File: src/rtl/adc_result_buf_pkg.sv
package adc_result_buf_pkg;

   localparam int WORD_W  = 32;
   localparam int OV_BIT  = 16;
   localparam int VLD_BIT = 17;

   // Pack one result register into its visible word
   function automatic logic [WORD_W-1:0] pack_word(input logic [15:0] data,
                                                   input logic        ov,
                                                   input logic        vld);
      logic [WORD_W-1:0] w;
      w          = '0;
      w[15:0]    = data;
      w[OV_BIT]  = ov;
      w[VLD_BIT] = vld;
      return w;
   endfunction

endpackage

File: src/rtl/adc_slot_store.sv
module adc_slot_store #(
   parameter int DATA_W = 12,
   parameter bit HAS_SEC = 1'b1
) (
   input  logic              clk,
   input  logic              rst_n,
   input  logic              wr,
   input  logic [DATA_W-1:0] wdata,
   input  logic              db_en,
   input  logic              rd_pri,
   input  logic              rd_sec,
   output logic [DATA_W-1:0] pri_data,
   output logic              pri_vld,
   output logic              pri_ov,
   output logic [DATA_W-1:0] sec_data,
   output logic              sec_vld,
   output logic              sec_ov
);

   logic pri_live;
   assign pri_live = pri_vld & ~rd_pri;

   generate
      if (HAS_SEC) begin : g_dual
         logic sec_live;
         logic use_sec;
         assign sec_live = sec_vld & ~rd_sec;
         assign use_sec  = wr & db_en & pri_live;

         always_ff @(posedge clk or negedge rst_n) begin
            if (!rst_n) begin
               pri_data <= '0;
               pri_vld  <= 1'b0;
               pri_ov   <= 1'b0;
            end else if (wr && !use_sec) begin
               pri_data <= wdata;
               pri_vld  <= 1'b1;
               pri_ov   <= pri_live;
            end else if (rd_pri) begin
               pri_vld  <= 1'b0;
               pri_ov   <= 1'b0;
            end
         end

         always_ff @(posedge clk or negedge rst_n) begin
            if (!rst_n) begin
               sec_data <= '0;
               sec_vld  <= 1'b0;
               sec_ov   <= 1'b0;
            end else if (use_sec) begin
               sec_data <= wdata;
               sec_vld  <= 1'b1;
               sec_ov   <= sec_live;
            end else if (rd_sec) begin
               sec_vld  <= 1'b0;
               sec_ov   <= 1'b0;
            end
         end
      end else begin : g_single
         always_ff @(posedge clk or negedge rst_n) begin
            if (!rst_n) begin
               pri_data <= '0;
               pri_vld  <= 1'b0;
               pri_ov   <= 1'b0;
            end else if (wr) begin
               pri_data <= wdata;
               pri_vld  <= 1'b1;
               pri_ov   <= pri_live;
            end else if (rd_pri) begin
               pri_vld  <= 1'b0;
               pri_ov   <= 1'b0;
            end
         end
         assign sec_data = '0;
         assign sec_vld  = 1'b0;
         assign sec_ov   = 1'b0;
      end
   endgenerate

endmodule

File: src/rtl/adc_flag_cell.sv
module adc_flag_cell (
   input  logic clk,
   input  logic rst_n,
   input  logic hit,
   input  logic clr_flag,
   input  logic clr_ov,
   input  logic en,
   output logic flag,
   output logic ov,
   output logic req
);

   always_ff @(posedge clk or negedge rst_n) begin
      if (!rst_n) begin
         flag <= 1'b0;
         ov   <= 1'b0;
      end else begin
         flag <= hit | (flag & ~clr_flag);
         ov   <= (ov & ~clr_ov) | (hit & flag & ~clr_flag);
      end
   end

   assign req = flag & en;

endmodule

File: src/rtl/adc_result_buf.sv
module adc_result_buf #(
   parameter int NUM_SLOTS      = 16,
   parameter int SLOTS_PER_CONV = 8,
   parameter int DB_PER_CONV    = 4,
   parameter int DATA_W         = 12,
   parameter int NUM_IRQ        = 4,
   localparam int SLOT_W        = $clog2(NUM_SLOTS),
   localparam int WORD_W        = adc_result_buf_pkg::WORD_W
) (
   input  logic                         clk,
   input  logic                         rst_n,
   input  logic                         res_valid,
   input  logic [SLOT_W-1:0]            res_slot,
   input  logic [DATA_W-1:0]            res_data,
   input  logic [NUM_SLOTS-1:0]         dbuf_en,
   input  logic                         rd_en,
   input  logic                         rd_second,
   input  logic [SLOT_W-1:0]            rd_slot,
   output logic [WORD_W-1:0]            rd_word,
   input  logic [NUM_IRQ*NUM_SLOTS-1:0] src_mask,
   input  logic [NUM_IRQ-1:0]           int_en,
   input  logic [2*NUM_IRQ-1:0]         clr_mask,
   output logic [NUM_IRQ-1:0]           irq_flag,
   output logic [NUM_IRQ-1:0]           flag_ov,
   output logic [NUM_IRQ-1:0]           irq,
   output logic                         any_valid,
   output logic                         any_ov,
   output logic                         any_flag_ov
);
   import adc_result_buf_pkg::*;

   generate
      if (NUM_SLOTS % SLOTS_PER_CONV != 0) begin : g_bad_split
         $error("NUM_SLOTS must be a multiple of SLOTS_PER_CONV");
      end
      if (DB_PER_CONV > SLOTS_PER_CONV) begin : g_bad_db
         $error("DB_PER_CONV exceeds SLOTS_PER_CONV");
      end
      if (DATA_W > 16 || DATA_W < 1) begin : g_bad_width
         $error("DATA_W must lie in 1..16");
      end
      if (NUM_IRQ < 1) begin : g_bad_irq
         $error("NUM_IRQ must be at least 1");
      end
   endgenerate

   logic [DATA_W-1:0]    p_data [NUM_SLOTS];
   logic [DATA_W-1:0]    s_data [NUM_SLOTS];
   logic [NUM_SLOTS-1:0] p_vld, p_ov, s_vld, s_ov;
   logic [NUM_SLOTS-1:0] wr_hot, rd_hot;

   always_comb begin
      wr_hot = '0;
      rd_hot = '0;
      if (res_valid) wr_hot[res_slot] = 1'b1;
      if (rd_en)     rd_hot[rd_slot]  = 1'b1;
   end

   for (genvar s = 0; s < NUM_SLOTS; s++) begin : g_slot
      localparam bit SEC_OK = (s % SLOTS_PER_CONV) < DB_PER_CONV;
      adc_slot_store #(.DATA_W(DATA_W), .HAS_SEC(SEC_OK)) u_store (
         .clk      (clk),
         .rst_n    (rst_n),
         .wr       (wr_hot[s]),
         .wdata    (res_data),
         .db_en    (dbuf_en[s]),
         .rd_pri   (rd_hot[s] & ~rd_second),
         .rd_sec   (rd_hot[s] & rd_second),
         .pri_data (p_data[s]),
         .pri_vld  (p_vld[s]),
         .pri_ov   (p_ov[s]),
         .sec_data (s_data[s]),
         .sec_vld  (s_vld[s]),
         .sec_ov   (s_ov[s])
      );
   end

   // Visible word of the addressed register (peek does not consume)
   always_comb begin
      logic [15:0] d;
      d = '0;
      if (rd_second) begin
         d[DATA_W-1:0] = s_data[rd_slot];
         rd_word = pack_word(d, s_ov[rd_slot], s_vld[rd_slot]);
      end else begin
         d[DATA_W-1:0] = p_data[rd_slot];
         rd_word = pack_word(d, p_ov[rd_slot], p_vld[rd_slot]);
      end
   end

   assign any_valid = |(p_vld | s_vld);
   assign any_ov    = |(p_ov | s_ov);

   for (genvar n = 0; n < NUM_IRQ; n++) begin : g_flag
      logic hit;
      assign hit = res_valid & src_mask[n*NUM_SLOTS + res_slot];
      adc_flag_cell u_cell (
         .clk      (clk),
         .rst_n    (rst_n),
         .hit      (hit),
         .clr_flag (clr_mask[n]),
         .clr_ov   (clr_mask[NUM_IRQ+n]),
         .en       (int_en[n]),
         .flag     (irq_flag[n]),
         .ov       (flag_ov[n]),
         .req      (irq[n])
      );
   end

   assign any_flag_ov = |flag_ov;

endmodule

File: config.mk
export PLATFORM = sky130hd
export DESIGN_NAME = adc_result_buf
export DESIGN_NICKNAME = d
export VERILOG_FILES = /design/src/rtl/adc_result_buf_pkg.sv /design/src/rtl/adc_slot_store.sv /design/src/rtl/adc_flag_cell.sv /design/src/rtl/adc_result_buf.sv
export SDC_FILE = /design/constraint.sdc
export NUM_CORES = 1
export LEC_CHECK = 0
export BUFFER_PORTS_ARGS = -buffer_cell sky130_fd_sc_hd__buf_2
export CORE_MARGIN = 2
export CORE_UTILIZATION = 40
export CTS_CLUSTER_DIAMETER = 30
export DETAILED_ROUTE_END_ITERATION = 10
export GPL_ROUTABILITY_DRIVEN = 0
export PLACE_DENSITY_LB_ADDON = 0.12
export SYNTH_ARGS = -nofsm -noshare
export SYNTH_HDL_FRONTEND = slang
export SYNTH_HIERARCHICAL = 1
export SYNTH_SLANG_ARGS = --single-unit
export TNS_END_PERCENT = 100
File: constraint.sdc
create_clock -name clk -period 2.77 [get_ports clk]
set_input_delay 0.277 -clock clk [delete_from_list [all_inputs] [get_ports clk]]
set_output_delay 0.277 -clock clk [all_outputs]
set_load 0.02 [all_outputs]
==> results of run 1 <==
tightest hold or removal path, cell delays in order:
cell,delay (ns)
buf_2,0.21
nand4b_1,0.14
o211ai_1,0.08
routing by layer:
| metal | share of wire (%) | vias to the layer above | track usage, % |
|---|---|---|---|
| met4 | 3.3 | 0 | 10.14 |
| met5 | 0 | - | 0 |
| met1 | 45 | 7664 | 32.11 |
| met3 | 4.9 | 77 | 3.986 |
| li1 | - | 6613 | - |
| met2 | 47 | 422 | 38.01 |
flip-flops by register name, indices dropped and copies added (netlist names):
signal                   flops
g_slot.u_store/pri_data    192
g_slot.u_store/sec_data     96
g_slot.u_store/pri_ov       16
g_slot.u_store/pri_vld      16
g_slot.u_store/sec_ov        8
g_slot.u_store/sec_vld       8
g_flag.u_cell/flag           4
g_flag.u_cell/ov             4
cell type report:
type	count	area (sq um)
clock buffers	131	2795
clock inverters	46	623.1
inverters	34	127.6
repair buffers	227	1528
flip-flops and latches	344	8608
fillers	4539	25970
well taps	680	850.8
multi-input cells	1216	10700
placed cells by master (no fill, tap or decap), drive strengths merged, types with 23 or more instances in the layout:
cell type,instances
clkinv,24
nor2,34
mux2,192
clkbuf,132
o211ai,96
nand4b,104
a21oi,23
nand2b,117
mux2i,110
nand2,120
inv,34
buf,214
a22oi,32
mux4,85
conb,130
o221ai,23
dfrtp,344
through the flow:
stage	power (mW)	setup slack, ns	hold WS (ns)	instance area (sq um)	instances
6_report	21.15	0.09869	0.1467	25230	2678
5_1_grt	21.99	0.02112	0.1671	25230	2678
4_1_cts	21.32	0.1510	0.1182	25230	2678
3_5_place_dp	9.716	0.2465	0.2947	21690	2489
3_3_place_gp	9.615	0.2367	0.3078	21690	2489
2_1_floorplan	8.674	0.6580	-0.01859	21150	1850
where the power goes:
group / internal, mW / total [mW] / switching [mW]
Clock: 8.18 / 11.5 / 3.28
Combinational: 1.55 / 3.15 / 1.60
Sequential: 5.92 / 6.54 / 0.620
Total: 15.6 / 21.2 / 5.50
worst min path at each step:
| stage | depth (start not counted) | slack, ns | endpoint |
|---|---|---|---|
| final | 3 | 0.15 | g_slot[0].u_store/pri_data[3] |
| after global routing | 3 | 0.17 | g_slot[2].u_store/pri_data[11] |
| after CTS | 3 | 0.12 | g_slot[0].u_store/pri_data[3] |
| after detailed placement | 1 | 0.29 | g_slot[9].u_store/pri_data[10] |
| after global placement | 1 | 0.31 | g_slot[11].u_store/pri_data[9] |
| after floorplan | 0 | -0.02 | g_flag[0].u_cell/flag |
==> results.md, run 1 <==
* R2R Setup Slk at ~1.1 ns
* Number of port buffers at 137
* Post CTS Setup Buffer Count at 0
* Setup crit start: rd_slot[0]
* Ys Warns at 6
* Final period utilization at 96.44%
* Starting Density at 40.42%
* Max incr delay on CP at 0.60 ns
* Clock Path Buffers at 3
* Buf/Inv on CP at 2
* CP Depth at 6
* Hold Path Class: in2reg
* CTS tree: built
* CP Data Required Time at 2.49 ns
* Clock skew at 0.02528 ns
* Hold Vio Cnt, Final at 0
* R2r endpoint: g_slot[9].u_store/sec_data[5]
* Initial antenna violation count at 0
* ANT cells at 0
* Worst slew pin tran at 0.8017 ns
* R2R Path Start: g_slot[9].u_store/pri_vld
* Die Height at 231.5 um
* Relative slew slack at 46.55%
* Crit Path Class: in2out
* Final min period at 2.671 ns
* Synthesis-to-finish area growth at 21.92%
* Crit path arrival time at 2.39 ns
* H-tree Lvls at 3
* Crit. End Element: output pin
* Clk sinks at 344
* Crit-path leading delay family: compound AO/OA/AOI/OAI gates
* CP cell instances: buf_4 > or3b_1 > o221ai_1 > a21oi_1 > a22oi_1 > buf_2
* Leak Pwr at 11.31 nW
* Boundary Pins at 164
* Root buf cell: clkbuf_16
* Wire per inst at 23.49 um
* Max Freq at about 370 MHz
* RSZ-0062 raised after global routing: no
* Post-DP HPWL at 41.59 mm
* Total global routing overflow at 0
* Post-cts resize count at 0
* Core footprint at just over 0.05 sq mm
* TNS Setup at 0 ns
* Largest net degree at the start of global routing at 80
* CP Max Fanout at 20
* Post-synthesis cell area at approximately 0.021 sq mm
* Final Util at 49.28%
* Maximum vdd drop at 448.7 uV
* Pwr dens at around 840 mW/mm^2
* Cts bufs inserted at 95
* Routed WL at 62.89 mm
* Final #Nets at 2035
* Crit-path slowest cell: or3b_1
* Critical path destination: rd_word[10]
* Clk_lat worst skew at approximately 0.62 ns
* Status: finished, final reports clean
* First-pass GRT wire length at 95.96 mm
* 1st-iter DRT viols at 892
* First-pass DRT Iterations at 5
* Max-cap viol count at 0
* Average cell area after synthesis at approximately 12 sq um
* Vias in the first global route at roughly 15000
* Worst-path clk slew at 0.04 ns
* HP Start: dbuf_en[0]
* Die Width at about 230 um
* Rows at 83
* Vias at 14776
* Max-slew violations at 0
* Cells on worst reg2reg path at 3
* Post-route ant nets at 0
* Mapped Cells at ~1700
* Die Area at 0.05357 sq mm
* Critical path startpoint category: input pin
* Post-route DRC at 0
* Share of cells above drive strength 1 at a little over a third
* DR vias/cell at 5.518
* Tot GR Track Use at 23.84%
* Final setup viols at 0
* Hold_buf cts at 12
No activity file was read; power rests on OpenSTA's default activity.
==> run 2, diff against run 1 <==
Settings changed: PLACE_DENSITY set to 0.58, PLACE_DENSITY_LB_ADDON 0.12 to not set, SYNTH_HIERARCHICAL 1 to not set.
==> results.md, run 2 <==
* Cells on worst reg2reg path at 4 (+1)
* Final #Nets at 1533 (-25%)
* Yosys top cell area share at roughly half
* Leak Pwr at 9.657 nW (-15%)
* Status: finished, final reports clean
* Crit Path Class: reg2out
* Top FF cell, synth: dfrtp_1
* Mapped Cells at 1234 (-29%)
* Root buf cell: clkbuf_16
* Final min period at 2.535 ns (-0.1358 ns)
* Fin area at 0.02132 sq mm (-15%)
* Post-route ant nets at 0 (unchanged)
* Commonest non-fill, non-tap cell in the layout: dfrtp_1
* Clk sinks at 344 (unchanged)
* Clk_lat worst skew at 0.58 ns (-0.04 ns)
* TNS Setup at 0 ns (unchanged)
* Vias in the first global route at 11837 (-21%)
* First-pass DRT Iterations at 5 (unchanged)
* RSZ-0062 raised after global routing: no
* Crit path arrival time at 2.26 ns (-0.13 ns)
* Average cell area after synthesis at 13.66 sq um (+14%)
* Number of synthesized register bits at 344
* Relative slew slack at 45.19% (-1.4 points)
* Dpl cell area at 0.01840 sq mm (-15%)
* Largest net degree at the start of global routing at 95 (+19%)
* Synthesis-to-finish area growth at 26.47%
* Post-route DRC at 0 (unchanged)
* Most frequent cells in the layout: dfrtp_1 (344), mux2_2 (279), buf_2 (134), clkbuf_16 (83), mux4_2 (70)
* FFs w/ async S/R, synth at 100.0%
* R2R Setup Slk at 1.03 ns (-0.05 ns)
* Overall power at 19.21 mW (-9.2%)
* Worst Hold Depth at 3 (unchanged)
* Hold Vio Cnt, Final at 0 (unchanged)
* Top post-synthesis cells by area: dfrtp_1 (51%), mux2_2 (19%), mux4_2 (9.4%)
* CTS tree: built
* H-tree Lvls at 3 (unchanged)
* Max Freq at 394.4 MHz (+5.4%)
* Synth unique cells at 54
* Cell taking the most area after synthesis: dfrtp_1
* Vias at 11404 (-23%)
* ANT cells at 0 (unchanged)
* Core footprint at 0.04176 sq mm (-18%)
* R2r endpoint: g_slot[11].u_store.sec_data[9]
* Number of port buffers at 137 (unchanged)
* Boundary Pins at 164 (unchanged)
* R2R Path Start: g_slot[11].u_store.pri_vld
* Clock skew at 0.02383 ns (-0.001448 ns)
* Post-DP HPWL at 29.40 mm (-29%)
* Share of cells above drive strength 1 at 49.12% (+14 points)
* Hold Path Sink: g_flag[1].u_cell.flag
* CP Data Required Time at 2.49 ns (about the same)
* DR vias/cell at 5.654 (+2.5%)
* Post-Layout Cell Count at 2017 (-25%)
* Crit. End Element: output pin
* Post CTS Setup Buffer Count at 0 (unchanged)
* Seq/Total Area, Yosys at between 50% and 60%
* Die Area at 0.04381 sq mm (-18%)
* Post-cts resize count at 0 (unchanged)
* Max-slew violations at 0 (unchanged)
* CP Max Fanout at 2 (-90%)
* Final setup viols at 0 (unchanged)
* Tot GR Track Use at 21.60% (-2.2 points)
* Synth cell count leaders: dfrtp_1 (344), mux2_2 (279), mux4_2 (70), mux2i_1 (66), nand2_1 (58)
* Worst-path clk slew at 0.05 ns (about the same)
* Hold Path Class: in2reg
* Largest regs: g_slot.u_store.pri_data (192), g_slot.u_store.sec_data (96)
* Pwr dens at 900.8 mW/mm^2 (+7.4%)
* Dpl cells at 1868 (-25%)
* Wire per inst at 23.15 um (-1.4%)
* Max-cap viol count at 0 (unchanged)
* Maximum vdd drop at 651.9 uV (+45%)
* Ys Warns at 0 (-6)
* Rows at 75 (-9.6%)
* Cts bufs inserted at 80 (-16%)
* EDFF count, synth at 0
* First-pass GRT wire length at 71.73 mm (-25%)
* Die Width at 209.3 um (-9.6%)
* Critical path startpoint category: flop
* Largest Register: g_slot.u_store.pri_data
* Cell with the most instances after synthesis: dfrtp_1
* Routed WL at 46.70 mm (-26%)
* Initial antenna violation count at 1 (+1)
* Clock Path Buffers at 3 (unchanged)
* Total global routing overflow at 0 (unchanged)
* Worst slew pin tran at 0.8221 ns (+0.02040 ns)
* 1st-iter DRT viols at 833 (-6.6%)
* HP Start: clr_mask[1]
* Post-synthesis cell area at 0.01686 sq mm (-19%)
* Starting Density at 40.37% (-0.044 points)
* Largest register FFs at 192 (unchanged)
* Final period utilization at 91.53% (-4.9 points)
* Die Height at 209.3 um (-9.6%)
run 2: kinds of logic after synthesis:
logic type | synth area share, %
mux | 32.93
other cells | 0.02224
flops | 51.06
buf+inv | 4.304
compound gates | 6.100
simple gates | 5.588
run 2: through the flow:
stage / hold WS [ns] / utilization (%) / setup WS, ns
global placement: 0.3787 / 44.05 / 0.2901
finish: 0.04915 / 51.06 / 0.2345
detailed placement: 0.3705 / 44.05 / 0.3086
floorplan: -0.01859 / - / 0.7676
CTS: 0.03099 / 51.06 / 0.2332
global route: 0.05146 / 51.06 / 0.1668
run 2: how the worst max path moves through the flow:
stage / startpoint / to / slack (ns) / depth (start not counted)
floorplan: rd_slot[0] / rd_word[0] / 0.77 / 7
global placement: rd_slot[0] / rd_word[7] / 0.29 / 6
detailed placement: rd_slot[0] / rd_word[9] / 0.31 / 7
CTS: g_slot[11].u_store.pri_data[2] / rd_word[2] / 0.23 / 4
global route: rd_slot[0] / rd_word[9] / 0.17 / 7
finish: g_slot[11].u_store.pri_data[2] / rd_word[2] / 0.23 / 4
run 2: critical path: stages, from the launching register on:
cell and delay, ns:
dfrtp_1 0.37, mux4_2 0.47, a22oi_1 0.36, a22oi_1 0.25, buf_2 0.22
run 2: where the power goes:
| group | total, mW | internal, mW | switching (mW) |
|---|---|---|---|
| registers | 6.71 | 6.10 | 0.609 |
| logic | 2.59 | 1.49 | 1.10 |
| clock network | 9.90 | 7.01 | 2.89 |
| total | 19.2 | 14.6 | 4.60 |
run 2: layout make-up:
cell class                 instances  area [sq um]
clock inverter                    34         519.2
sequential                       344          8608
tap                              539         674.4
inverter                          14         52.55
fill                            3527         20440
timing repair buffer             213          1488
clock buffer                     110          2359
multi-input combinational        763          7622
run 2: what timing repair did:
item | CTS | global route
hold buffers | 5 | 0
setup endpoints to repair | 0 | 0
endpoints found under the hold margin | 91 | 0
run 2: routing by layer:
layer | up-vias | part of all wire, % | global-route usage [%]
met3 | 97 | 7.6 | 5.596
met2 | 471 | 45 | 33.15
met5 | - | 0.015 | 0
li1 | 4985 | - | -
met4 | 2 | 2.7 | 7.143
met1 | 5849 | 45 | 30.02
==> run 3, diff against run 2 <==
Settings changed: CORE_MARGIN 2 to not set, PLACE_DENSITY 0.58 to 0.7.
==> results.md, run 3 (synthesis gave the netlist of run 2 again) <==
* Status: finished, final reports clean
* CTS tree: built
* First-pass GRT wire length at 69.26 mm (-3.4%)
* RSZ-0062 raised after global routing: no
* Final period utilization at 93.25% (+1.7 points)
* Dpl cell area at 0.01829 sq mm (-0.60%)
* Share of cells above drive strength 1 at 48.09% (-1.0 points)
* Final setup viols at 0 (unchanged)
* Die Area at 0.04298 sq mm (-1.9%)
* Starting Density at 40.92% (+0.55 points)
* Largest regs: g_slot.u_store.pri_data (192), g_slot.u_store.sec_data (96)
* Die Height at 207.3 um (-0.96%)
* CP Data Required Time at 2.49 ns (about the same)
* Maximum vdd drop at 549.4 uV (-16%)
* Max Freq at 387.2 MHz (-1.8%)
* Crit. End Element: output pin
* Tot GR Track Use at 20.81% (-0.79 points)
* Worst-path clk slew at 0.05 ns (about the same)
* Critical path startpoint category: input pin
* DR vias/cell at 5.735 (+1.4%)
* Largest Register: g_slot.u_store.pri_data
* Critical path destination: rd_word[10]
* Initial antenna violation count at 1 (unchanged)
* Pwr dens at 816.7 mW/mm^2 (-9.3%)
* Fin area at 0.02034 sq mm (-4.6%)
* Synthesis-to-finish area growth at 20.67%
* Post-cts resize count at 0 (unchanged)
* Cts bufs inserted at 57 (-29%)
* Crit Path Class: in2out
* Wire per inst at 22.39 um (-3.3%)
* Number of port buffers at 137 (unchanged)
* Routed WL at 44.15 mm (-5.5%)
* Final min period at 2.583 ns (+0.04745 ns)
* Dpl cells at 1861 (-0.37%)
* First-pass DRT Iterations at 7 (+2)
* Max-cap viol count at 0 (unchanged)
* Total global routing overflow at 0 (unchanged)
* Post-DP HPWL at 29.26 mm (-0.47%)
* R2R Setup Slk at 1.02 ns (about the same)
* Root buf cell: clkbuf_16
* Relative slew slack at 49.63% (+4.4 points)
* Max layer used: met4
* H-tree Lvls at 2 (-1)
* Hold Vio Cnt, Final at 0 (unchanged)
* Worst slew pin tran at 0.7451 ns (-0.07702 ns)
* 1st-iter DRT viols at 839 (+0.72%)
* Worst Hold Depth at 3 (unchanged)
* Post-route DRC at 0 (unchanged)
* Rows at 74 (-1.3%)
* Final #Nets at 1510 (-1.5%)
* Crit path arrival time at 2.31 ns (+0.05 ns)
* Largest net degree at the start of global routing at 79 (-17%)
* DR WL met3 at 2.561 mm (-28%)
* Clock skew at 0.01043 ns (-0.01340 ns)
* Die Width at 207.3 um (-0.96%)
* Vias in the first global route at 11887 (+0.42%)
* Cells on worst reg2reg path at 4 (unchanged)
* Hold Path Class: in2reg
* WL met2 at 20.50 mm (-2.7%)
* Max-slew violations at 0 (unchanged)
* R2r endpoint: g_slot[11].u_store.sec_data[10]
* Clk_lat worst skew at 0.56 ns (-0.02 ns)
* Hold_buf cts at 5 (unchanged)
* Post CTS Setup Buffer Count at 0 (unchanged)
* Leak Pwr at 9.195 nW (-4.8%)
* Boundary Pins at 164 (unchanged)
* Wl on met1 at 19.53 mm (-6.2%)
* Most frequent cells in the layout: dfrtp_1 (344), mux2_2 (279), buf_2 (134), mux4_2 (70), mux2i_1 (66)
* R2R Path Start: g_slot[11].u_store.pri_vld
* Core footprint at 0.04120 sq mm (-1.3%)
* Vias at 11310 (-0.82%)
* Post-route ant nets at 0 (unchanged)
* Clock Path Buffers at 3 (unchanged)
* TNS Setup at 0 ns (unchanged)
* Clk sinks at 344 (unchanged)
* Commonest non-fill, non-tap cell in the layout: dfrtp_1
* Setup crit start: rd_slot[0]
* Largest register FFs at 192 (unchanged)
* CP Max Fanout at 30 (+28)
* Post-Layout Cell Count at 1972 (-2.2%)
-- run 3: changes by cell type in the layout (fill, tap and decap cells not counted), moves of 3 or more --
cell	before	now
clkinv_4	3	7
clkbuf_1	9	2
buf_12	16	9
clkbuf_16	83	57
buf_4	56	64
clkbuf_8	18	7
bufinv_16	12	9
-- run 3: how the worst min path moves through the flow --
stage / startpoint / end / slack (ns)
final: clr_mask[1] / g_flag[1].u_cell.flag / 0.05
after global routing: clr_mask[0] / g_flag[0].u_cell.flag / 0.07
after CTS: clr_mask[1] / g_flag[1].u_cell.flag / 0.03
after floorplan: rst_n / g_flag[0].u_cell.flag / -0.02
after detailed placement: rst_n / g_slot[10].u_store.pri_ov / 0.32
after global placement: rst_n / g_slot[8].u_store.pri_ov / 0.31
-- run 3: cell type report --
type,instances,area [sq um]
antenna,1,2.502
tap,532,665.6
clock buffer,66,1530
inverter,14,52.55
sequential,344,8608
multi-input combinational,763,7612
timing repair buffer,213,1396
fill,3473,20860
clock inverter,39,476.7
-- run 3: worst max-delay path, stage by stage --
cell	delay, ns
buf_4	0.47
buf_4	0.34
mux4_2	0.53
a22oi_1	0.25
a32oi_1	0.20
buf_2	0.21
-- run 3: routing by layer --
layer	track usage, %	vias to the layer above
met1	28.02	5890
li1	-	4918
met2	33.28	402
met4	8.260	0
met3	3.903	100
met5	0	-
-- run 3: power by group --
group          switching [mW]  internal (mW)
registers               0.633           6.09
logic                    1.12           1.49
clock network            2.49           4.79
-- run 3: stage by stage --
stage	setup slack, ns	hold slack [ns]	power (mW)	util (%)
finish	0.1871	0.04761	16.61	49.38
global route	0.06445	0.07071	17.30	49.38
CTS	0.1609	0.02674	16.73	49.37
detailed placement	0.1747	0.3180	9.383	44.38
global placement	0.1791	0.3062	9.213	44.38
floorplan	0.7676	-0.01859	8.541	-
